===== src/rtl/sbf_pkg.sv =====
package sbf_pkg;
  localparam logic [7:0] OFF_CTRL = 8'h00;
  localparam logic [7:0] OFF_CLK  = 8'h04;
  localparam logic [7:0] OFF_IEN  = 8'h08;
  localparam logic [7:0] OFF_IST  = 8'h0C;
  localparam logic [7:0] OFF_REG  = 8'h10;
  localparam logic [7:0] OFF_DATA = 8'h1C;
  localparam logic [7:0] OFF_LINE = 8'h24;
  localparam logic [7:0] OFF_MODE = 8'h28;
  localparam logic [7:0] OFF_CMD  = 8'h2C;
  localparam logic [7:0] OFF_DEV  = 8'h30;

  localparam logic [7:0] CMD_RD8  = 8'h8B;
  localparam logic [7:0] CMD_RD16 = 8'h9C;
  localparam logic [7:0] CMD_RD32 = 8'hA6;

  typedef enum logic {OP_XFER = 1'b0, OP_INIT = 1'b1} op_e;

  // status vector packing: [0] done, [1] error, [2] load busy, [6:3] data mask, [7] ack error
  localparam int ST_W = 8;

  function automatic logic [31:0] rd_keep(input logic [7:0] cmd);
    case (cmd)
      CMD_RD8:  return 32'h0000_00FF;
      CMD_RD16: return 32'h0000_FFFF;
      CMD_RD32: return 32'hFFFF_FFFF;
      default:  return 32'h0000_0000;
    endcase
  endfunction
endpackage


===== src/rtl/sbf_sync.sv =====
module sbf_sync #(
  parameter int WIDTH  = 2,
  parameter int STAGES = 2
) (
  input  logic             clk,
  input  logic             rst_n,
  input  logic [WIDTH-1:0] d,
  output logic [WIDTH-1:0] q
);
  logic [STAGES-1:0][WIDTH-1:0] stg;

  generate
    if (STAGES == 1) begin : g_one
      always_ff @(posedge clk or negedge rst_n) begin
        if (!rst_n) stg <= '0;
        else        stg <= d;
      end
    end else begin : g_many
      always_ff @(posedge clk or negedge rst_n) begin
        if (!rst_n) stg <= '0;
        else        stg <= {stg[STAGES-2:0], d};
      end
    end
  endgenerate

  assign q = stg[STAGES-1];
endmodule


===== src/rtl/sbf_seq.sv =====
module sbf_seq
  import sbf_pkg::*;
(
  input  logic clk,
  input  logic rst_n,
  input  logic srst,
  input  logic start_req,
  input  logic init_req,
  input  logic abort_req,
  input  logic done_in,
  output logic xfer_busy,
  output logic init_busy,
  output logic go,
  output logic op,
  output logic abort_p,
  output logic fin,
  output logic abort_ok,
  output logic reject
);
  logic active, acc_start, acc_init;
  logic xfer_busy_n, init_busy_n, go_n, op_n, abort_p_n;

  always_comb begin
    active    = xfer_busy | init_busy;
    acc_start = start_req & ~active;
    acc_init  = init_req & ~active & ~start_req;
    fin       = done_in & active;
    abort_ok  = abort_req & active & ~done_in;
    reject    = (start_req | init_req) & active;

    xfer_busy_n = xfer_busy;
    init_busy_n = init_busy;
    op_n        = op;
    go_n        = acc_start | acc_init;
    abort_p_n   = abort_ok;
    if (srst) begin
      xfer_busy_n = 1'b0;
      init_busy_n = 1'b0;
      go_n        = 1'b0;
      op_n        = OP_XFER;
      abort_p_n   = active;
    end else begin
      if (fin | abort_ok) begin
        xfer_busy_n = 1'b0;
        init_busy_n = 1'b0;
      end
      if (acc_start) begin
        xfer_busy_n = 1'b1;
        op_n        = OP_XFER;
      end
      if (acc_init) begin
        init_busy_n = 1'b1;
        op_n        = OP_INIT;
      end
    end
  end

  always_ff @(posedge clk or negedge rst_n) begin
    if (!rst_n) begin
      xfer_busy <= 1'b0;
      init_busy <= 1'b0;
      go        <= 1'b0;
      op        <= OP_XFER;
      abort_p   <= 1'b0;
    end else begin
      xfer_busy <= xfer_busy_n;
      init_busy <= init_busy_n;
      go        <= go_n;
      op        <= op_n;
      abort_p   <= abort_p_n;
    end
  end

  a_r2_go_single: assert property (@(posedge clk) disable iff (!rst_n) go |=> !go);
  a_r2_go_has_owner: assert property (@(posedge clk) disable iff (!rst_n) go |-> (xfer_busy || init_busy));
  a_r8_one_owner: assert property (@(posedge clk) disable iff (!rst_n) !(xfer_busy && init_busy));
  a_r6_abort_leaves_idle: assert property (@(posedge clk) disable iff (!rst_n) abort_p |-> !(xfer_busy || init_busy));
endmodule


===== src/rtl/sbf_status.sv =====
module sbf_status
  import sbf_pkg::*;
(
  input  logic            clk,
  input  logic            rst_n,
  input  logic            srst,
  input  logic            clr_we,
  input  logic [ST_W-1:0] clr_bits,
  input  logic            fin,
  input  logic            fin_ack,
  input  logic [3:0]      fin_dmask,
  input  logic            abort_ok,
  input  logic            lbsy_set,
  input  logic [2:0]      ien,
  input  logic            gie,
  output logic [ST_W-1:0] st,
  output logic            irq
);
  logic            bad;
  logic [ST_W-1:0] set_v, st_n;

  always_comb begin
    bad   = fin_ack | (|fin_dmask);
    set_v = '0;
    set_v[0]   = fin & ~bad;
    set_v[1]   = (fin & bad) | abort_ok;
    set_v[2]   = lbsy_set;
    set_v[6:3] = fin ? fin_dmask : 4'd0;
    set_v[7]   = fin & fin_ack;
    if (srst) st_n = '0;
    else      st_n = (st & ~(clr_we ? clr_bits : '0)) | set_v;
  end

  always_ff @(posedge clk or negedge rst_n) begin
    if (!rst_n) st <= '0;
    else        st <= st_n;
  end

  assign irq = gie & (|(st[2:0] & ien));

  a_r10_irq_needs_gie: assert property (@(posedge clk) disable iff (!rst_n) irq |-> gie);
  a_r3_finish_leaves_mark: assert property (@(posedge clk) disable iff (!rst_n) (fin && !srst) |=> (st[0] || st[1]));
  a_r9_set_beats_clear: assert property (@(posedge clk) disable iff (!rst_n) (lbsy_set && !srst) |=> st[2]);
endmodule


===== src/rtl/serbus_regfront.sv =====
module serbus_regfront
  import sbf_pkg::*;
#(
  parameter int         SYNC_STAGES = 2,
  parameter logic [7:0] DIV_RST     = 8'd15,
  parameter logic [2:0] DLY_RST     = 3'd1
) (
  input  logic        clk,
  input  logic        rst_n,
  input  logic        bus_sel,
  input  logic        bus_wr,
  input  logic [7:0]  bus_addr,
  input  logic [31:0] bus_wdata,
  output logic [31:0] bus_rdata,
  output logic        irq,
  output logic        eng_go,
  output logic        eng_op,
  output logic        eng_abort,
  output logic [7:0]  eng_cmd,
  output logic [7:0]  eng_reg,
  output logic [31:0] eng_wdata,
  output logic [7:0]  eng_rta,
  output logic [15:0] eng_hwaddr,
  output logic [23:0] eng_mode,
  input  logic        eng_done,
  input  logic        eng_ack_err,
  input  logic [3:0]  eng_data_err,
  input  logic [31:0] eng_rdata,
  output logic [7:0]  clk_div,
  output logic [2:0]  sda_dly,
  input  logic        line_scl,
  input  logic        line_sda,
  output logic        force_scl_en,
  output logic        force_scl_lvl,
  output logic        force_sda_en,
  output logic        force_sda_lvl
);
  logic        srst_pend, gie;
  logic [7:0]  div_r, reg_r, cmd_r, rta_r;
  logic [2:0]  dly_r, ien_r;
  logic [31:0] data_r;
  logic [3:0]  line_r;
  logic [23:0] mode_r;
  logic [15:0] hw_r;

  logic        srst_pend_n, gie_n;
  logic [7:0]  div_n, reg_n, cmd_n, rta_n;
  logic [2:0]  dly_n, ien_n;
  logic [31:0] data_n, keep;
  logic [3:0]  line_n;
  logic [23:0] mode_n;
  logic [15:0] hw_n;

  logic wr_en, w_ctrl, w_clk, w_ien, w_ist, w_reg, w_data, w_line, w_mode, w_cmd, w_dev;
  logic start_req, abort_req, init_req, load_wr, lbsy_set, active;
  logic xfer_busy, init_busy, fin, abort_ok, reject;
  logic [ST_W-1:0] st, clr_bits;
  logic [1:0] line_s;

  always_comb begin
    wr_en  = bus_sel & bus_wr & ~srst_pend;
    w_ctrl = wr_en & (bus_addr == OFF_CTRL);
    w_clk  = wr_en & (bus_addr == OFF_CLK);
    w_ien  = wr_en & (bus_addr == OFF_IEN);
    w_ist  = wr_en & (bus_addr == OFF_IST);
    w_reg  = wr_en & (bus_addr == OFF_REG);
    w_data = wr_en & (bus_addr == OFF_DATA);
    w_line = wr_en & (bus_addr == OFF_LINE);
    w_mode = wr_en & (bus_addr == OFF_MODE);
    w_cmd  = wr_en & (bus_addr == OFF_CMD);
    w_dev  = wr_en & (bus_addr == OFF_DEV);

    active    = xfer_busy | init_busy;
    start_req = w_ctrl & bus_wdata[7] & ~bus_wdata[0];
    abort_req = w_ctrl & bus_wdata[6] & ~bus_wdata[0];
    init_req  = w_mode & bus_wdata[31];
    load_wr   = w_reg | w_data | w_mode | w_cmd | w_dev;
    lbsy_set  = (load_wr & active) | reject;
    clr_bits  = {bus_wdata[16], bus_wdata[11:8], bus_wdata[2:0]};
    keep      = rd_keep(cmd_r);
  end

  // next-state for the register file
  always_comb begin
    srst_pend_n = w_ctrl & bus_wdata[0];
    gie_n  = gie;
    div_n  = div_r;
    dly_n  = dly_r;
    ien_n  = ien_r;
    reg_n  = reg_r;
    data_n = data_r;
    line_n = line_r;
    mode_n = mode_r;
    cmd_n  = cmd_r;
    rta_n  = rta_r;
    hw_n   = hw_r;
    if (srst_pend) begin
      srst_pend_n = 1'b0;
      gie_n  = 1'b0;
      div_n  = DIV_RST;
      dly_n  = DLY_RST;
      ien_n  = '0;
      reg_n  = '0;
      data_n = '0;
      line_n = '0;
      mode_n = '0;
      cmd_n  = '0;
      rta_n  = '0;
      hw_n   = '0;
    end else begin
      if (w_ctrl && !bus_wdata[0]) gie_n = bus_wdata[1];
      if (w_clk) begin
        div_n = bus_wdata[7:0];
        dly_n = bus_wdata[10:8];
      end
      if (w_ien)  ien_n  = bus_wdata[2:0];
      if (w_line) line_n = bus_wdata[3:0];
      if (!active) begin
        if (w_reg)  reg_n  = bus_wdata[7:0];
        if (w_data) data_n = bus_wdata;
        if (w_mode) mode_n = bus_wdata[23:0];
        if (w_cmd)  cmd_n  = bus_wdata[7:0];
        if (w_dev) begin
          rta_n = bus_wdata[23:16];
          hw_n  = bus_wdata[15:0];
        end
      end
      if (fin && xfer_busy && (keep != 32'd0)) data_n = eng_rdata & keep;
    end
  end

  always_ff @(posedge clk or negedge rst_n) begin
    if (!rst_n) begin
      srst_pend <= 1'b0;
      gie       <= 1'b0;
      div_r     <= DIV_RST;
      dly_r     <= DLY_RST;
      ien_r     <= '0;
      reg_r     <= '0;
      data_r    <= '0;
      line_r    <= '0;
      mode_r    <= '0;
      cmd_r     <= '0;
      rta_r     <= '0;
      hw_r      <= '0;
    end else begin
      srst_pend <= srst_pend_n;
      gie       <= gie_n;
      div_r     <= div_n;
      dly_r     <= dly_n;
      ien_r     <= ien_n;
      reg_r     <= reg_n;
      data_r    <= data_n;
      line_r    <= line_n;
      mode_r    <= mode_n;
      cmd_r     <= cmd_n;
      rta_r     <= rta_n;
      hw_r      <= hw_n;
    end
  end

  sbf_seq u_seq (
    .clk       (clk),
    .rst_n     (rst_n),
    .srst      (srst_pend),
    .start_req (start_req),
    .init_req  (init_req),
    .abort_req (abort_req),
    .done_in   (eng_done),
    .xfer_busy (xfer_busy),
    .init_busy (init_busy),
    .go        (eng_go),
    .op        (eng_op),
    .abort_p   (eng_abort),
    .fin       (fin),
    .abort_ok  (abort_ok),
    .reject    (reject)
  );

  sbf_status u_status (
    .clk       (clk),
    .rst_n     (rst_n),
    .srst      (srst_pend),
    .clr_we    (w_ist),
    .clr_bits  (clr_bits),
    .fin       (fin),
    .fin_ack   (eng_ack_err),
    .fin_dmask (eng_data_err),
    .abort_ok  (abort_ok),
    .lbsy_set  (lbsy_set),
    .ien       (ien_r),
    .gie       (gie),
    .st        (st),
    .irq       (irq)
  );

  sbf_sync #(.WIDTH(2), .STAGES(SYNC_STAGES)) u_sync (
    .clk   (clk),
    .rst_n (rst_n),
    .d     ({line_scl, line_sda}),
    .q     (line_s)
  );

  always_comb begin
    case (bus_addr)
      OFF_CTRL: bus_rdata = {24'd0, xfer_busy, 1'b0, 4'd0, gie, srst_pend};
      OFF_CLK:  bus_rdata = {21'd0, dly_r, div_r};
      OFF_IEN:  bus_rdata = {29'd0, ien_r};
      OFF_IST:  bus_rdata = {15'd0, st[7], 4'd0, st[6:3], 5'd0, st[2:0]};
      OFF_REG:  bus_rdata = {24'd0, reg_r};
      OFF_DATA: bus_rdata = data_r;
      OFF_LINE: bus_rdata = {26'd0, line_s, line_r};
      OFF_MODE: bus_rdata = {init_busy, 7'd0, mode_r};
      OFF_CMD:  bus_rdata = {24'd0, cmd_r};
      OFF_DEV:  bus_rdata = {8'd0, rta_r, hw_r};
      default:  bus_rdata = 32'd0;
    endcase
  end

  assign eng_cmd       = cmd_r;
  assign eng_reg       = reg_r;
  assign eng_wdata     = data_r;
  assign eng_rta       = rta_r;
  assign eng_hwaddr    = hw_r;
  assign eng_mode      = mode_r;
  assign clk_div       = div_r;
  assign sda_dly       = dly_r;
  assign force_scl_lvl = line_r[3];
  assign force_scl_en  = line_r[2];
  assign force_sda_lvl = line_r[1];
  assign force_sda_en  = line_r[0];

  a_r7_srst_one_cycle: assert property (@(posedge clk) disable iff (!rst_n) srst_pend |=> !srst_pend);
  a_r5_cmd_frozen: assert property (@(posedge clk) disable iff (!rst_n) (xfer_busy && !srst_pend) |=> $stable(cmd_r));
  a_r5_dev_frozen: assert property (@(posedge clk) disable iff (!rst_n) (init_busy && !srst_pend) |=> ($stable(hw_r) && $stable(mode_r)));
endmodule


===== config.mk =====
export PLATFORM = sky130hd
export DESIGN_NAME = serbus_regfront
export DESIGN_NICKNAME = d
export VERILOG_FILES = /design/src/rtl/sbf_pkg.sv /design/src/rtl/sbf_sync.sv /design/src/rtl/sbf_seq.sv /design/src/rtl/sbf_status.sv /design/src/rtl/serbus_regfront.sv
export SDC_FILE = /design/constraint.sdc
export NUM_CORES = 1
export LEC_CHECK = 0
export ABC_AREA = 1
export BUFFER_PORTS_ARGS = -buffer_cell sky130_fd_sc_hd__buf_2
export CAP_MARGIN = 30
export CORE_MARGIN = 2
export CORE_UTILIZATION = 53
export CTS_BUF_LIST = sky130_fd_sc_hd__clkbuf_4
export CTS_CLUSTER_DIAMETER = 80
export DETAILED_ROUTE_END_ITERATION = 7
export HOLD_SLACK_MARGIN = 0.03
export PLACE_DENSITY = 0.86
export SETUP_SLACK_MARGIN = 0.15
export SKIP_LAST_GASP = 1
export SYNTH_ARGS = -nofsm -noshare
export SYNTH_HDL_FRONTEND = slang
export SYNTH_SLANG_ARGS = --single-unit

===== constraint.sdc =====
create_clock -name clk -period 2.1 [get_ports clk]
set_input_delay 0.42 -clock clk [delete_from_list [all_inputs] [get_ports clk]]
set_output_delay 0.42 -clock clk [all_outputs]
set_load 0.005 [all_outputs]

==> flow_summary.json <==
{
  "first_iter_violations": 1121,
  "cp_data_arrival_time_ns": 1.75,
  "hold_viol": 0,
  "rows": 42,
  "pwr-share-comb_pct": 10.2,
  "hold_end": "u_status.st[5]$_DFF_PN0_",
  "yosysUniqueCellTypes": 32,
  "post-place-cells": 1382,
  "finalNonFillerCells": 1446,
  "start_util_pct": 53.8,
  "grt-ovfl-total": 0,
  "detail-route-antenna-nets": 0,
  "dp_hpwl_um": 17500,
  "synth_commonest_cells": "395 x nand2_1, 128 x dfrtp_1, 101 x nand3_1, 83 x inv_1, 77 x o21ai_0",
  "rsz0062_at_grt": "yes",
  "synth-edff-count": 0,
  "required_ns": 1.68,
  "clkLatencyLatePin_ns": 0.58,
  "p_int_w": 0.00407,
  "crit_path_max_fanout": 7,
  "grt_max_degree": 50,
  "endpoint_kind": "primary output",
  "clock-sinks": 133,
  "status": "finished with violations",
  "max_stage_delay_ns": 0.26,
  "syn_inst": 980,
  "hold_ws_ns": 0.104,
  "crit_cells": 11,
  "final_net_count": 1339,
  "grt_antenna_before_repair": 2,
  "post_drt_wl_per_cell_um": 18.5,
  "post-route-util_pct": 73.7,
  "violations": "design-rule violations, negative setup slack",
  "die-area_mm2": 0.0142,
  "grt_pass1_vias": 7420,
  "syn_area_mm2": 0.00704,
  "cts_buffer_depth": 2,
  "fmax_mhz": 460,
  "layout_setup_ws_ns": -0.0733,
  "drt_pass1_iterations": 8,
  "crit_type": "in2out",
  "setup_tns_ns": -0.816,
  "drc": 4,
  "final_cell_area_mm2": 0.00964,
  "power_switching_w": 0.00142,
  "largest_reg_flops": 32,
  "path_clk_slew_ns": 0.11,
  "yosys_warnings": 0,
  "die_h_um": 119,
  "io_buffers": 230,
  "p_leak_nw": 5.53,
  "r2r_slack_ns": 0.18,
  "gp_congestion": 0.984,
  "yosysTopAreaCellShare_pct": 45.5,
  "synth_ff_type": "dfrtp_1",
  "grt_pass1_wl_um": 38800,
  "synthesis.nets": 1064,
  "peakVddDrop_uv": 381,
  "area_growth_pct": 37.1,
  "synth.most_common_cell": "nand2_1",
  "track_usage_pct": 35.3,
  "io_pins": 231,
  "rr_worst_depth": 5,
  "nFillCells": 983,
  "synth_top_cell_by_area": "dfrtp_1",
  "core_area_mm2": 0.0131,
  "worstHoldPathCells": 3,
  "hold_class": "in2reg",
  "num_vias": 8286,
  "syn_avg_cell_area_um2": 7.18,
  "viasPerCell": 5.73,
  "ys_ff_latch": 133,
  "slew_viol_final": 0,
  "async_flop_share_pct": 100,
  "synthTopCellsByArea": "dfrtp_1 46%, nand2_1 21%, nand3_1 7.2%, o21ai_0 5.5%, inv_1 4.4%",
  "sw_frac_of_total_pct": 25.8,
  "synth-seq-area-share_pct": 47.4,
  "path_delay_family": "simple AND/OR/NAND/NOR gates",
  "r2r-end": "eng_cmd[5]$_DFFE_PN0P_",
  "fin_crit_ns": 2.17,
  "die_w_um": 119,
  "holdCritStartpoint": "eng_data_err[2]",
  "routed_wl_um": 26700,
  "cp-start-kind": "input port",
  "cts_made_buffers": 17,
  "cts_root_buffer": "clkbuf_4",
  "htree_levels": 4,
  "slew_headroom_pct": 33.5,
  "post_dp_cell_area_mm2": 0.00863,
  "crit_buf_inv": 5,
  "power_frac_seq_pct": 50.0,
  "setup-violations-final": 21,
  "r2r_start": "srst_pend$_DFF_PN0_",
  "drive_gt1_share_pct": 32.7,
  "cpMaxStageDelayCell": "nor2_4",
  "powerDensity_mw_per_mm2": 569,
  "p_clk_share_pct": 39.8,
  "finalCritPeriodShare_pct": 103,
  "path_cells": "buf_6, nor2_4, nand2_2, nor2_4, nand2_2, inv_4, buf_6, buf_12, nand2_1, nand4_1, buf_2",
  "worstMarginPinSlew_ns": 0.994,
  "cts_tree": "built",
  "finClkSkew_ns": 0.0179,
  "drv_cap": 0
}
-- worst max-delay path by stage --
stage / startpoint / to / slack, ns
after floorplan: bus_addr[7] / bus_rdata[6] / 0.31
after detailed placement: bus_addr[2] / eng_rta[3]$_DFFE_PN0P_ / -0.03
after global routing: bus_addr[6] / bus_rdata[0] / -0.13
after global placement: bus_addr[5] / bus_rdata[5] / -0.02
final: bus_addr[6] / bus_rdata[16] / -0.07
after CTS: sda_dly[0]$_DFFE_PN1P_ / bus_rdata[8] / 0.05
-- power by group through the flow --
| stage | sequential (W) | clock (W) | combinational, W |
|---|---|---|---|
| floorplan | 0.00278 | 0 | 0.000179 |
| global placement | 0.00279 | 0 | 0.000480 |
| detailed placement | 0.00279 | 0 | 0.000492 |
| CTS | 0.00274 | 0.00219 | 0.000523 |
| global route | 0.00276 | 0.00232 | 0.000615 |
| finish | 0.00275 | 0.00219 | 0.000558 |
-- cells in the final DEF, fill, tap and decap left out, types with 3 or more instances in the layout --
cell type      instances
a21oi_1               11
a22oi_1                4
a31oi_4                4
buf_12                11
buf_2                225
buf_4                 43
buf_6                 12
bufinv_16              6
clkbuf_4              18
dfrtp_1              125
dfrtp_2                3
dfstp_2                5
dlygate4sd3_1          3
inv_1                 71
inv_2                 13
nand2_1              375
nand2_2               16
nand2_4                8
nand3_1               94
nand3_2                6
nand3_4                5
nand4_1               13
nor2_1                54
nor2_2                 7
nor2_4                11
nor3_1                 4
o21ai_0               71
o21ai_1               18
o21ai_2                5
-- worst register-to-register path: stages (launching register included) --
cell	delay (ns)
dfrtp_1	0.45
buf_12	0.15
buf_4	0.20
nor2_1	0.79
nand2_1	0.14
o21ai_1	0.14
-- cells by family (layout without fill, tap and decap cells) --
kind of cell / count (synthesis) / count (layout) / share of synthesized area, %
AO/OA/AOI/OAI: 122 / 123 / 9.28
flip-flops: 133 / 133 / 47.4
AND/OR/NAND/NOR: 595 / 596 / 35.4
other: 0 / 2 / 0
buffers and inverters: 130 / 416 / 7.90
-- what timing repair did --
item,in CTS,in global routing
hold buffers,3,0
pin swaps,4,27
endpoints found under the hold margin,43,0
cloned,0,4
resized for setup,44,64
setup endpoints to repair,28,90
buffers inserted,14,9
-- layout make-up --
class / instances / area [µm²] / share of cell area (%)
Antenna cell: 2 / 5.00 / 0.0519
Clock buffer: 18 / 135 / 1.40
Clock inverter: 14 / 231 / 2.40
Inverter: 86 / 329 / 3.41
Multi-Input combinational cell: 719 / 3470 / 36.0
Sequential cell: 133 / 3340 / 34.6
Tap cell: 176 / 220 / 2.28
Timing Repair Buffer: 298 / 1910 / 19.8
-- metrics by stage --
step / setup slack [ns] / power (W)
after global routing: -0.131 / 0.00569
after detailed placement: -0.0340 / 0.00328
after floorplan: 0.308 / 0.00295
after CTS: 0.0549 / 0.00545
after global placement: -0.0151 / 0.00327
final: -0.0733 / 0.00549
-- routing by layer --
layer	up-vias	global-route usage [%]	wire length [µm]	share of wire, %
met5	-	0	0	0
met4	0	14.4	1340	5.0
met3	143	7.95	2950	11
met2	632	56.8	12400	47
met1	3819	46.4	10000	37
li1	3692	-	-	-
(Power assumes the default switching activity.)
